<file path="src/rtl/dmaw_pkg.sv">
package dmaw_pkg;
  localparam int WORD_W  = 32;
  localparam int SIZE_W  = 16;
  localparam int CNTF_W  = 6;
  localparam int ST_W    = 5;
  localparam int DADDR_W = WORD_W - 4;

  localparam logic [1:0] RA_CTRL  = 2'd0;
  localparam logic [1:0] RA_STAT  = 2'd1;
  localparam logic [1:0] RA_FIRST = 2'd2;
  localparam logic [1:0] RA_CUR   = 2'd3;

  localparam int ST_EOF  = 0;
  localparam int ST_EOD  = 1;
  localparam int ST_PERR = 2;
  localparam int ST_DERR = 3;
  localparam int ST_FIN  = 4;

  localparam int C_START = 31;
  localparam int C_CONT  = 30;
  localparam int C_CHAIN = 29;
  localparam int C_IE_LO = 14;

  localparam int LK_LAST  = 0;
  localparam int LK_FIRST = 1;
  localparam int LK_DEC   = 2;
  localparam int LK_EOFIE = 3;

  typedef enum logic [1:0] {S_IDLE, S_FETCH, S_XFER, S_WB} seq_state_e;
endpackage

</file>
<file path="src/rtl/dmaw_regs.sv">
module dmaw_regs
  import dmaw_pkg::*;
(
  input  logic               clk,
  input  logic               rst_n,
  input  logic               reg_we,
  input  logic [1:0]         reg_addr,
  input  logic [WORD_W-1:0]  reg_wdata,
  input  logic [DADDR_W-1:0] cur_i,
  input  logic [ST_W-1:0]    set_i,
  output logic [WORD_W-1:0]  reg_rdata,
  output logic               go_start_o,
  output logic               go_cont_o,
  output logic               chain_o,
  output logic [DADDR_W-1:0] first_o,
  output logic               irq_o
);
  logic [ST_W-1:0]    ie_q, ie_n, st_q, st_n;
  logic               chain_q, chain_n;
  logic [DADDR_W-1:0] first_q, first_n;
  logic               wr_ctrl, wr_stat, wr_first;

  assign wr_ctrl  = reg_we && (reg_addr == RA_CTRL);
  assign wr_stat  = reg_we && (reg_addr == RA_STAT);
  assign wr_first = reg_we && (reg_addr == RA_FIRST);

  always_comb begin
    ie_n    = ie_q;
    chain_n = chain_q;
    first_n = first_q;
    if (wr_ctrl) begin
      ie_n    = reg_wdata[C_IE_LO +: ST_W];
      chain_n = reg_wdata[C_CHAIN];
    end
    if (wr_first) first_n = reg_wdata[WORD_W-1:4];
    st_n = (st_q & ~(wr_stat ? reg_wdata[ST_W-1:0] : '0)) | set_i;
  end

  always_ff @(posedge clk or negedge rst_n) begin
    if (!rst_n) begin
      ie_q    <= '0;
      chain_q <= 1'b0;
      first_q <= '0;
      st_q    <= '0;
    end else begin
      ie_q    <= ie_n;
      chain_q <= chain_n;
      first_q <= first_n;
      st_q    <= st_n;
    end
  end

  always_comb begin
    case (reg_addr)
      RA_CTRL:  reg_rdata = {2'b00, chain_q, 10'd0, ie_q, 14'd0};
      RA_STAT:  reg_rdata = {{(WORD_W-ST_W){1'b0}}, st_q};
      RA_FIRST: reg_rdata = {first_q, 4'h0};
      default:  reg_rdata = {cur_i, 4'h0};
    endcase
  end

  assign go_start_o = wr_ctrl && reg_wdata[C_START];
  assign go_cont_o  = wr_ctrl && reg_wdata[C_CONT];
  assign chain_o    = chain_q;
  assign first_o    = first_q;
  assign irq_o      = |(st_q & ie_q);

  // a written one clears the bit unless hardware sets it in the same cycle
  a_r8_w1c_clears: assert property (@(posedge clk) disable iff (!rst_n)
    (wr_stat && reg_wdata[ST_EOD] && !set_i[ST_EOD]) |=> !st_q[ST_EOD]);
endmodule

</file>
<file path="src/rtl/dmaw_frame.sv">
module dmaw_frame #(
  parameter int CNT_W = 6
) (
  input  logic             clk,
  input  logic             rst_n,
  input  logic             clr_i,
  input  logic             chk_i,
  input  logic             first_i,
  input  logic             close_i,
  output logic             pos_err_o,
  output logic [CNT_W-1:0] cnt_o
);
  logic             open_q, open_n;
  logic [CNT_W-1:0] cnt_q, cnt_n;

  assign pos_err_o = chk_i && (first_i == open_q);

  always_comb begin
    open_n = open_q;
    cnt_n  = cnt_q;
    if (clr_i) begin
      open_n = 1'b0;
      cnt_n  = '0;
    end else if (chk_i && !pos_err_o) begin
      open_n = 1'b1;
      cnt_n  = first_i ? CNT_W'(1) : cnt_q + CNT_W'(1);
    end else if (close_i) begin
      open_n = 1'b0;
    end
  end

  always_ff @(posedge clk or negedge rst_n) begin
    if (!rst_n) begin
      open_q <= 1'b0;
      cnt_q  <= '0;
    end else begin
      open_q <= open_n;
      cnt_q  <= cnt_n;
    end
  end

  assign cnt_o = cnt_q;

  // an accepted first marker leaves a frame open with a count of one
  a_r9_first_opens: assert property (@(posedge clk) disable iff (!rst_n)
    (chk_i && first_i && !pos_err_o && !clr_i) |=> (open_q && cnt_q == CNT_W'(1)));
endmodule

</file>
<file path="src/rtl/dmaw_seq.sv">
module dmaw_seq
  import dmaw_pkg::*;
#(
  parameter int CNT_W = 6
) (
  input  logic               clk,
  input  logic               rst_n,
  input  logic               go_start_i,
  input  logic               go_cont_i,
  input  logic               chain_i,
  input  logic [DADDR_W-1:0] first_i,
  output logic [DADDR_W-1:0] cur_o,
  output logic               busy_o,
  output logic [ST_W-1:0]    set_o,
  output logic               mem_req_o,
  output logic               mem_we_o,
  output logic [WORD_W-1:0]  mem_addr_o,
  output logic [WORD_W-1:0]  mem_wdata_o,
  input  logic               mem_ack_i,
  input  logic [WORD_W-1:0]  mem_rdata_i,
  input  logic               mem_err_i,
  output logic               out_valid_o,
  output logic [WORD_W-1:0]  out_data_o,
  output logic               out_last_o,
  output logic               fr_clr_o,
  output logic               fr_chk_o,
  output logic               fr_first_o,
  output logic               fr_close_o,
  input  logic               fr_pos_err_i,
  input  logic [CNT_W-1:0]   fr_cnt_i
);
  seq_state_e         state_q, state_n;
  logic [1:0]         widx_q, widx_n;
  logic [DADDR_W-1:0] cur_q, cur_n, nxt_q, nxt_n;
  logic [28:0]        fc_q, fc_n;
  logic               dec_q, dec_n, eofie_q, eofie_n, last_q, last_n;
  logic               perr_q, perr_n, derr_q, derr_n;
  logic [WORD_W-1:0]  baddr_q, baddr_n;
  logic [SIZE_W-1:0]  left_q, left_n;
  logic [CNTF_W-1:0]  cnt_field;
  logic               ok_last;

  assign ok_last   = last_q && !perr_q && !derr_q;
  assign cnt_field = ok_last ? CNTF_W'(fr_cnt_i) : fc_q[21:16];

  always_comb begin
    state_n = state_q;  widx_n = widx_q;   cur_n  = cur_q;   nxt_n = nxt_q;
    fc_n    = fc_q;     dec_n  = dec_q;    eofie_n = eofie_q; last_n = last_q;
    perr_n  = perr_q;   derr_n = derr_q;   baddr_n = baddr_q; left_n = left_q;
    set_o = '0;  mem_req_o = 1'b0;  mem_we_o = 1'b0;
    mem_addr_o = '0;  mem_wdata_o = '0;  out_valid_o = 1'b0;
    fr_clr_o = 1'b0;  fr_chk_o = 1'b0;  fr_first_o = 1'b0;  fr_close_o = 1'b0;
    case (state_q)
      S_IDLE: begin
        if (go_start_i) begin
          fr_clr_o = 1'b1;
          cur_n    = first_i;
          state_n  = S_FETCH;
          widx_n   = 2'd0;
        end else if (go_cont_i) begin
          state_n = S_FETCH;
          widx_n  = 2'd0;
        end
      end
      S_FETCH: begin
        mem_req_o  = 1'b1;
        mem_addr_o = {cur_q, 4'h0} + {{(WORD_W-4){1'b0}}, widx_q, 2'b00};
        if (mem_ack_i) begin
          widx_n = widx_q + 2'd1;
          case (widx_q)
            2'd0: begin
              fc_n   = mem_rdata_i[28:0];
              perr_n = 1'b0;
              derr_n = 1'b0;
              if (!mem_rdata_i[31]) begin
                state_n       = S_IDLE;
                set_o[ST_FIN] = 1'b1;
              end
            end
            2'd2: baddr_n = mem_rdata_i;
            2'd3: begin
              nxt_n      = mem_rdata_i[WORD_W-1:4];
              dec_n      = mem_rdata_i[LK_DEC];
              eofie_n    = mem_rdata_i[LK_EOFIE];
              last_n     = mem_rdata_i[LK_LAST];
              fr_chk_o   = 1'b1;
              fr_first_o = mem_rdata_i[LK_FIRST];
              left_n     = fc_q[SIZE_W-1:0];
              if (fr_pos_err_i) begin
                perr_n  = 1'b1;
                state_n = S_WB;
              end else if (fc_q[SIZE_W-1:0] == '0) begin
                state_n = S_WB;
              end else begin
                state_n = S_XFER;
              end
            end
            default: ;
          endcase
        end
      end
      S_XFER: begin
        mem_req_o  = 1'b1;
        mem_addr_o = baddr_q;
        if (mem_ack_i) begin
          if (mem_err_i) begin
            derr_n  = 1'b1;
            state_n = S_WB;
          end else begin
            out_valid_o = 1'b1;
            baddr_n = dec_q ? baddr_q - WORD_W'(4) : baddr_q + WORD_W'(4);
            left_n  = left_q - SIZE_W'(1);
            if (left_q == SIZE_W'(1)) state_n = S_WB;
          end
        end
      end
      default: begin
        mem_req_o   = 1'b1;
        mem_we_o    = 1'b1;
        mem_addr_o  = {cur_q, 4'h0};
        mem_wdata_o = {1'b0, derr_q, perr_q, fc_q[28:22], cnt_field, fc_q[15:0]};
        if (mem_ack_i) begin
          set_o[ST_EOD]  = 1'b1;
          set_o[ST_EOF]  = ok_last && eofie_q;
          set_o[ST_PERR] = perr_q;
          set_o[ST_DERR] = derr_q;
          fr_close_o     = last_q || perr_q || derr_q;
          if (perr_q || derr_q) begin
            state_n = S_IDLE;
          end else if (!chain_i) begin
            state_n       = S_IDLE;
            set_o[ST_FIN] = 1'b1;
          end else begin
            cur_n   = nxt_q;
            state_n = S_FETCH;
            widx_n  = 2'd0;
          end
        end
      end
    endcase
  end

  always_ff @(posedge clk or negedge rst_n) begin
    if (!rst_n) begin
      state_q <= S_IDLE;  widx_q <= '0;  cur_q <= '0;  nxt_q <= '0;
      fc_q <= '0;  dec_q <= 1'b0;  eofie_q <= 1'b0;  last_q <= 1'b0;
      perr_q <= 1'b0;  derr_q <= 1'b0;  baddr_q <= '0;  left_q <= '0;
    end else begin
      state_q <= state_n;  widx_q <= widx_n;  cur_q <= cur_n;  nxt_q <= nxt_n;
      fc_q <= fc_n;  dec_q <= dec_n;  eofie_q <= eofie_n;  last_q <= last_n;
      perr_q <= perr_n;  derr_q <= derr_n;  baddr_q <= baddr_n;  left_q <= left_n;
    end
  end

  assign cur_o      = cur_q;
  assign busy_o     = (state_q != S_IDLE);
  assign out_data_o = mem_rdata_i;
  assign out_last_o = out_valid_o && (left_q == SIZE_W'(1)) && last_q;

  // every descriptor write returns ownership to software
  a_r4_wb_clears_own: assert property (@(posedge clk) disable iff (!rst_n)
    (mem_req_o && mem_we_o) |-> !mem_wdata_o[31]);
  // a software-owned descriptor stops the engine at once
  a_r5_halt_on_sw_owned: assert property (@(posedge clk) disable iff (!rst_n)
    (state_q == S_FETCH && widx_q == 2'd0 && mem_ack_i && !mem_rdata_i[31]) |=> !busy_o);
  // a zero-length descriptor never enters the transfer phase
  a_r6_zero_size_skips: assert property (@(posedge clk) disable iff (!rst_n)
    (state_q == S_FETCH && widx_q == 2'd3 && mem_ack_i && fc_q[SIZE_W-1:0] == '0)
      |=> state_q != S_XFER);
  // current descriptor holds while idle and not kicked
  a_r12_cur_stable_idle: assert property (@(posedge clk) disable iff (!rst_n)
    (!busy_o && !go_start_i && !go_cont_i) |=> $stable(cur_o));
endmodule

</file>
<file path="src/rtl/desc_chain_dma.sv">
module desc_chain_dma
  import dmaw_pkg::*;
#(
  parameter int CNT_W = 6
) (
  input  logic        clk,
  input  logic        rst_n,
  input  logic        reg_we,
  input  logic [1:0]  reg_addr,
  input  logic [31:0] reg_wdata,
  output logic [31:0] reg_rdata,
  output logic        irq,
  output logic        busy,
  output logic        mem_req,
  output logic        mem_we,
  output logic [31:0] mem_addr,
  output logic [31:0] mem_wdata,
  input  logic        mem_ack,
  input  logic [31:0] mem_rdata,
  input  logic        mem_err,
  output logic        out_valid,
  output logic [31:0] out_data,
  output logic        out_last
);
  logic               go_start, go_cont, chain;
  logic [DADDR_W-1:0] first_addr, cur_addr;
  logic [ST_W-1:0]    st_set;
  logic               fr_clr, fr_chk, fr_first, fr_close, fr_pos_err;
  logic [CNT_W-1:0]   fr_cnt;

  dmaw_regs u_regs (
    .clk(clk), .rst_n(rst_n), .reg_we(reg_we), .reg_addr(reg_addr),
    .reg_wdata(reg_wdata), .cur_i(cur_addr), .set_i(st_set),
    .reg_rdata(reg_rdata), .go_start_o(go_start), .go_cont_o(go_cont),
    .chain_o(chain), .first_o(first_addr), .irq_o(irq)
  );

  dmaw_frame #(.CNT_W(CNT_W)) u_frame (
    .clk(clk), .rst_n(rst_n), .clr_i(fr_clr), .chk_i(fr_chk),
    .first_i(fr_first), .close_i(fr_close),
    .pos_err_o(fr_pos_err), .cnt_o(fr_cnt)
  );

  dmaw_seq #(.CNT_W(CNT_W)) u_seq (
    .clk(clk), .rst_n(rst_n), .go_start_i(go_start), .go_cont_i(go_cont),
    .chain_i(chain), .first_i(first_addr), .cur_o(cur_addr), .busy_o(busy),
    .set_o(st_set), .mem_req_o(mem_req), .mem_we_o(mem_we),
    .mem_addr_o(mem_addr), .mem_wdata_o(mem_wdata), .mem_ack_i(mem_ack),
    .mem_rdata_i(mem_rdata), .mem_err_i(mem_err), .out_valid_o(out_valid),
    .out_data_o(out_data), .out_last_o(out_last), .fr_clr_o(fr_clr),
    .fr_chk_o(fr_chk), .fr_first_o(fr_first), .fr_close_o(fr_close),
    .fr_pos_err_i(fr_pos_err), .fr_cnt_i(fr_cnt)
  );

  // no memory traffic while idle
  a_r1_idle_quiet: assert property (@(posedge clk) disable iff (!rst_n)
    !busy |-> !mem_req);
endmodule

</file>
<file path="config.mk">
export PLATFORM = sky130hd
export DESIGN_NAME = desc_chain_dma
export DESIGN_NICKNAME = d
export VERILOG_FILES = /design/src/rtl/dmaw_pkg.sv /design/src/rtl/dmaw_regs.sv /design/src/rtl/dmaw_frame.sv /design/src/rtl/dmaw_seq.sv /design/src/rtl/desc_chain_dma.sv
export SDC_FILE = /design/constraint.sdc
export NUM_CORES = 1
export LEC_CHECK = 0
export CAP_MARGIN = 15
export CELL_PAD_IN_SITES_DETAIL_PLACEMENT = 0
export CELL_PAD_IN_SITES_GLOBAL_PLACEMENT = 1
export CORE_MARGIN = 2
export CORE_UTILIZATION = 49
export DETAILED_ROUTE_END_ITERATION = 12
export DONT_BUFFER_PORTS = 1
export GPL_ROUTABILITY_DRIVEN = 0
export PLACE_DENSITY = 0.84
export RECOVER_POWER = 25
export SLEW_MARGIN = 10
export SYNTH_ARGS = -nofsm -noshare
export SYNTH_HDL_FRONTEND = slang
export SYNTH_SLANG_ARGS = --single-unit
</file>
<file path="constraint.sdc">
create_clock -name clk -period 3.34 [get_ports clk]
set_input_delay 0.501 -clock clk [delete_from_list [all_inputs] [get_ports clk]]
set_output_delay 0.501 -clock clk [all_outputs]
set_load 0.02 [all_outputs]
</file>
==> results.md <==
* Final TNS setup at 0 ps
* FF-to-FF End: u_seq.baddr_q[28]
* Seq/Total Area, Yosys at 41.37%
* Synth cell count leaders: 188 x dfrtp_1, 179 x nand2_1, 86 x a21oi_1
* Slew headroom at approximately 46%
* Most common cell in the netlist: dfrtp_1
* Syn nets at ~1300
* Synth top area share at between 40 and 50%
* Smallest hold slack at -248.7 ps
* Start point of the critical path: u_seq.state_q[1]
* LEAKAGE at approximately 5.3 nW
* First-pass GRT wire length at 50300 um
* Synthesis Warnings at 0
* Pwr/cell area at 962.4 nW/um2
* Fin. max-slew vios at 0
* Final Routed Wirelength at between 30000 and 40000 um
* Layout Cells excl Fill at 1456
* I/O pin total at between 200 and 250
* Met2 WL at 14590 um
* Reg2Reg Launch Point: u_seq.dec_q
* Mapped Area at around 11000 um2
* Layout area overhead at 5.875%
* TritonCTS Buffers at 17
* Port buffer count at 0
* FILL cells at 2066
* # nets final at around 1300
* Via-to-Cell Ratio at 6.138
* Top layer in use: met4
* Post-synth ARST share at 100.0%
* Synth unique cells at 71
* Post-synthesis register bit count at 188
* Final Critical Period at between 3000 and 4000 ps
* Top area cells in the synthesized netlist: dfrtp_1 41%, mux2_2 7.0%, mux2i_1 6.5%, nand2_1 5.9%, ha_1 4.2%
* DR WL/cell at approximately 23 um
* R2r setup slk at 390 ps
* Status: complete, but fails checks
* Metal3 WL at 2786 um
* Die X at 156.3 um
* Fmax at approximately 0.33 GHz
* Peak VDD IR at 0.3827 mV
* Vias at 8937
* Worst Setup EP: mem_addr[17]
* DRT iter0 DRCs at between 700 and 800
* Final period util at 90.85%
* Worst-path clk slew at 70 ps
* Unrepaired setup endpoints after global routing: false
* Initial Utilization at between 50% and 60%
* WP data required at 2840 ps
* Largest area contributor in the netlist: dfrtp_1
* GRT overflow at 0
* Top_reg_cell synth: dfrtp_1
* Total clock sinks at 188
* Met1 WL at 14930 um
* GRT Total Usage at 27.26%
* WP data arrival at roughly 2500 ps
* CTS tree: yes
* Crit path max fanout at 28
* Root buffer cell: clkbuf_16
* Critical path type: reg2out
* Maxcap violations at 0
* Number of routed nets with antenna violations at 0
* Min-delay worst type: in2async
* Fraction of layout cells with a size suffix above 1 at 12.99%
* Nature of the critical path startpoint: flop
* Final hold viol count at 188
* DP Cell Count at 1423
* Fin Clk Skew at roughly 14 ps
* Vias in the first global route at 8357
* Htree depth at 4
* EDFF count, synth at 0
* Mapped Avg Cell Area at 9.337 um2
* Total Die Area at 24440 um2
* Least-Margin Pin Slew at 795.7 ps
* DRT Pass-1 Iters at 4
* R2R cell count at 9
* Worst-Skew Late Latency at between 400 and 500 ps
* CTS Buffer Depth at 2
* Initial antenna violation count at 2
* DIE HEIGHT at roughly 160 um
* Critical Path End Type: output pin
* Mapped Cells at between 1000 and 1500
* Final setup vio count at 0
* Pin count of the biggest net entering global routing at 189
* Detailed-route DRC error count at 0
* Core Area at 22710 um2
* Rows at 55
* Failing checks: hold timing
* Post-DP HPWL at roughly 23000 um
-- flip-flops by register name, indices dropped and copies added (netlist names) --
name	flops
u_frame.open_q	1
u_seq.baddr_q	32
u_regs.first_o	28
u_seq.cur_o	28
u_seq.derr_q	1
u_seq.fc_q	29
u_regs.ie_q	5
u_regs.chain_o	1
u_seq.nxt_q	28
u_seq.last_q	1
u_seq.perr_q	1
u_regs.st_q	5
u_seq.dec_q	1
u_frame.cnt_o	6
u_seq.state_q	2
u_seq.left_q	16
u_seq.widx_q	2
u_seq.eofie_q	1
-- placed cells by master (no fill, tap or decap), types with 22 or more instances in the layout --
| master | n |
|---|---|
| nor2b_1 | 27 |
| buf_4 | 26 |
| nand2_1 | 179 |
| mux2i_1 | 74 |
| a22o_1 | 36 |
| o21ai_0 | 65 |
| nand3_1 | 22 |
| dfrtp_1 | 187 |
| nor2_1 | 65 |
| and2_1 | 37 |
| mux2_2 | 71 |
| a21oi_1 | 86 |
| ha_1 | 35 |
-- worst min-delay path by stage --
stage                            end  slack [ps]  depth (start not counted)
floorplan           u_frame.cnt_o[0]         210                          0
global placement      u_regs.st_q[3]         220                          0
detailed placement    u_seq.fc_q[20]         220                          0
CTS                   u_seq.fc_q[28]        -260                          0
global route        u_frame.cnt_o[5]        -270                          0
finish                u_seq.fc_q[20]        -250                          0
-- worst max-delay path, stage by stage, from the launching register on --
cell and delay [ps]:
dfrtp_1 450, inv_1 110, ha_1 460, or2_2 610, a22o_1 460
-- final cells by class --
| cell class | instances | area, um2 | share of cell area [%] |
|---|---|---|---|
| sequential | 188 | 4706 | 39.08 |
| tap | 285 | 356.6 | 2.962 |
| multi-input combinational | 907 | 6096 | 50.63 |
| timing repair buffer | 26 | 195.2 | 1.621 |
| inverter | 17 | 63.81 | 0.5300 |
| clock buffer | 19 | 442.9 | 3.679 |
| antenna | 1 | 2.502 | 0.02078 |
| clock inverter | 13 | 177.7 | 1.476 |
-- where the power goes --
part | switching, mW | internal [mW]
sequential | 0.948 | 3.18
combinational | 3.16 | 2.10
clock | 0.975 | 1.22
total | 5.08 | 6.50
-- layer usage --
layer / vias up / track usage, %
met1: 4411 / 38.18
li1: 4188 / -
met5: - / 0
met3: 42 / 8.197
met4: 0 / 9.131
met2: 296 / 40.36
-- cells by family (layout without fill, tap and decap cells) --
family | count (synthesis) | after routing | share of synthesized area, %
compound gates | 298 | 298 | 16.69
fa+ha+maj | 39 | 39 | 4.357
xor+xnor | 20 | 20 | 1.540
other cells | 1 | 2 | 0.03298
buf+inv | 123 | 75 | 5.325
mux | 145 | 145 | 13.54
flops | 188 | 188 | 41.37
simple gates | 404 | 404 | 17.14
-- stage by stage --
step                      instance area, um2  worst slack (ps)  utilization (%)  power, mW
after floorplan                        11370             310.9                -      8.095
after global placement                 11420             329.2            50.27      9.228
after detailed placement               11420             286.3            50.27      9.345
after CTS                              12040             242.6            53.00      11.57
after global routing                   12040             164.8            53.02      12.36
final                                  12040             305.5            53.02      11.59
-- repair_timing --
action	in CTS	in global routing
setup buffers	0	0
endpoints found under the hold margin	188	188
gates resized for setup	0	1
endpoints found under the setup margin	0	3
Power figures use the tool's default switching activity.
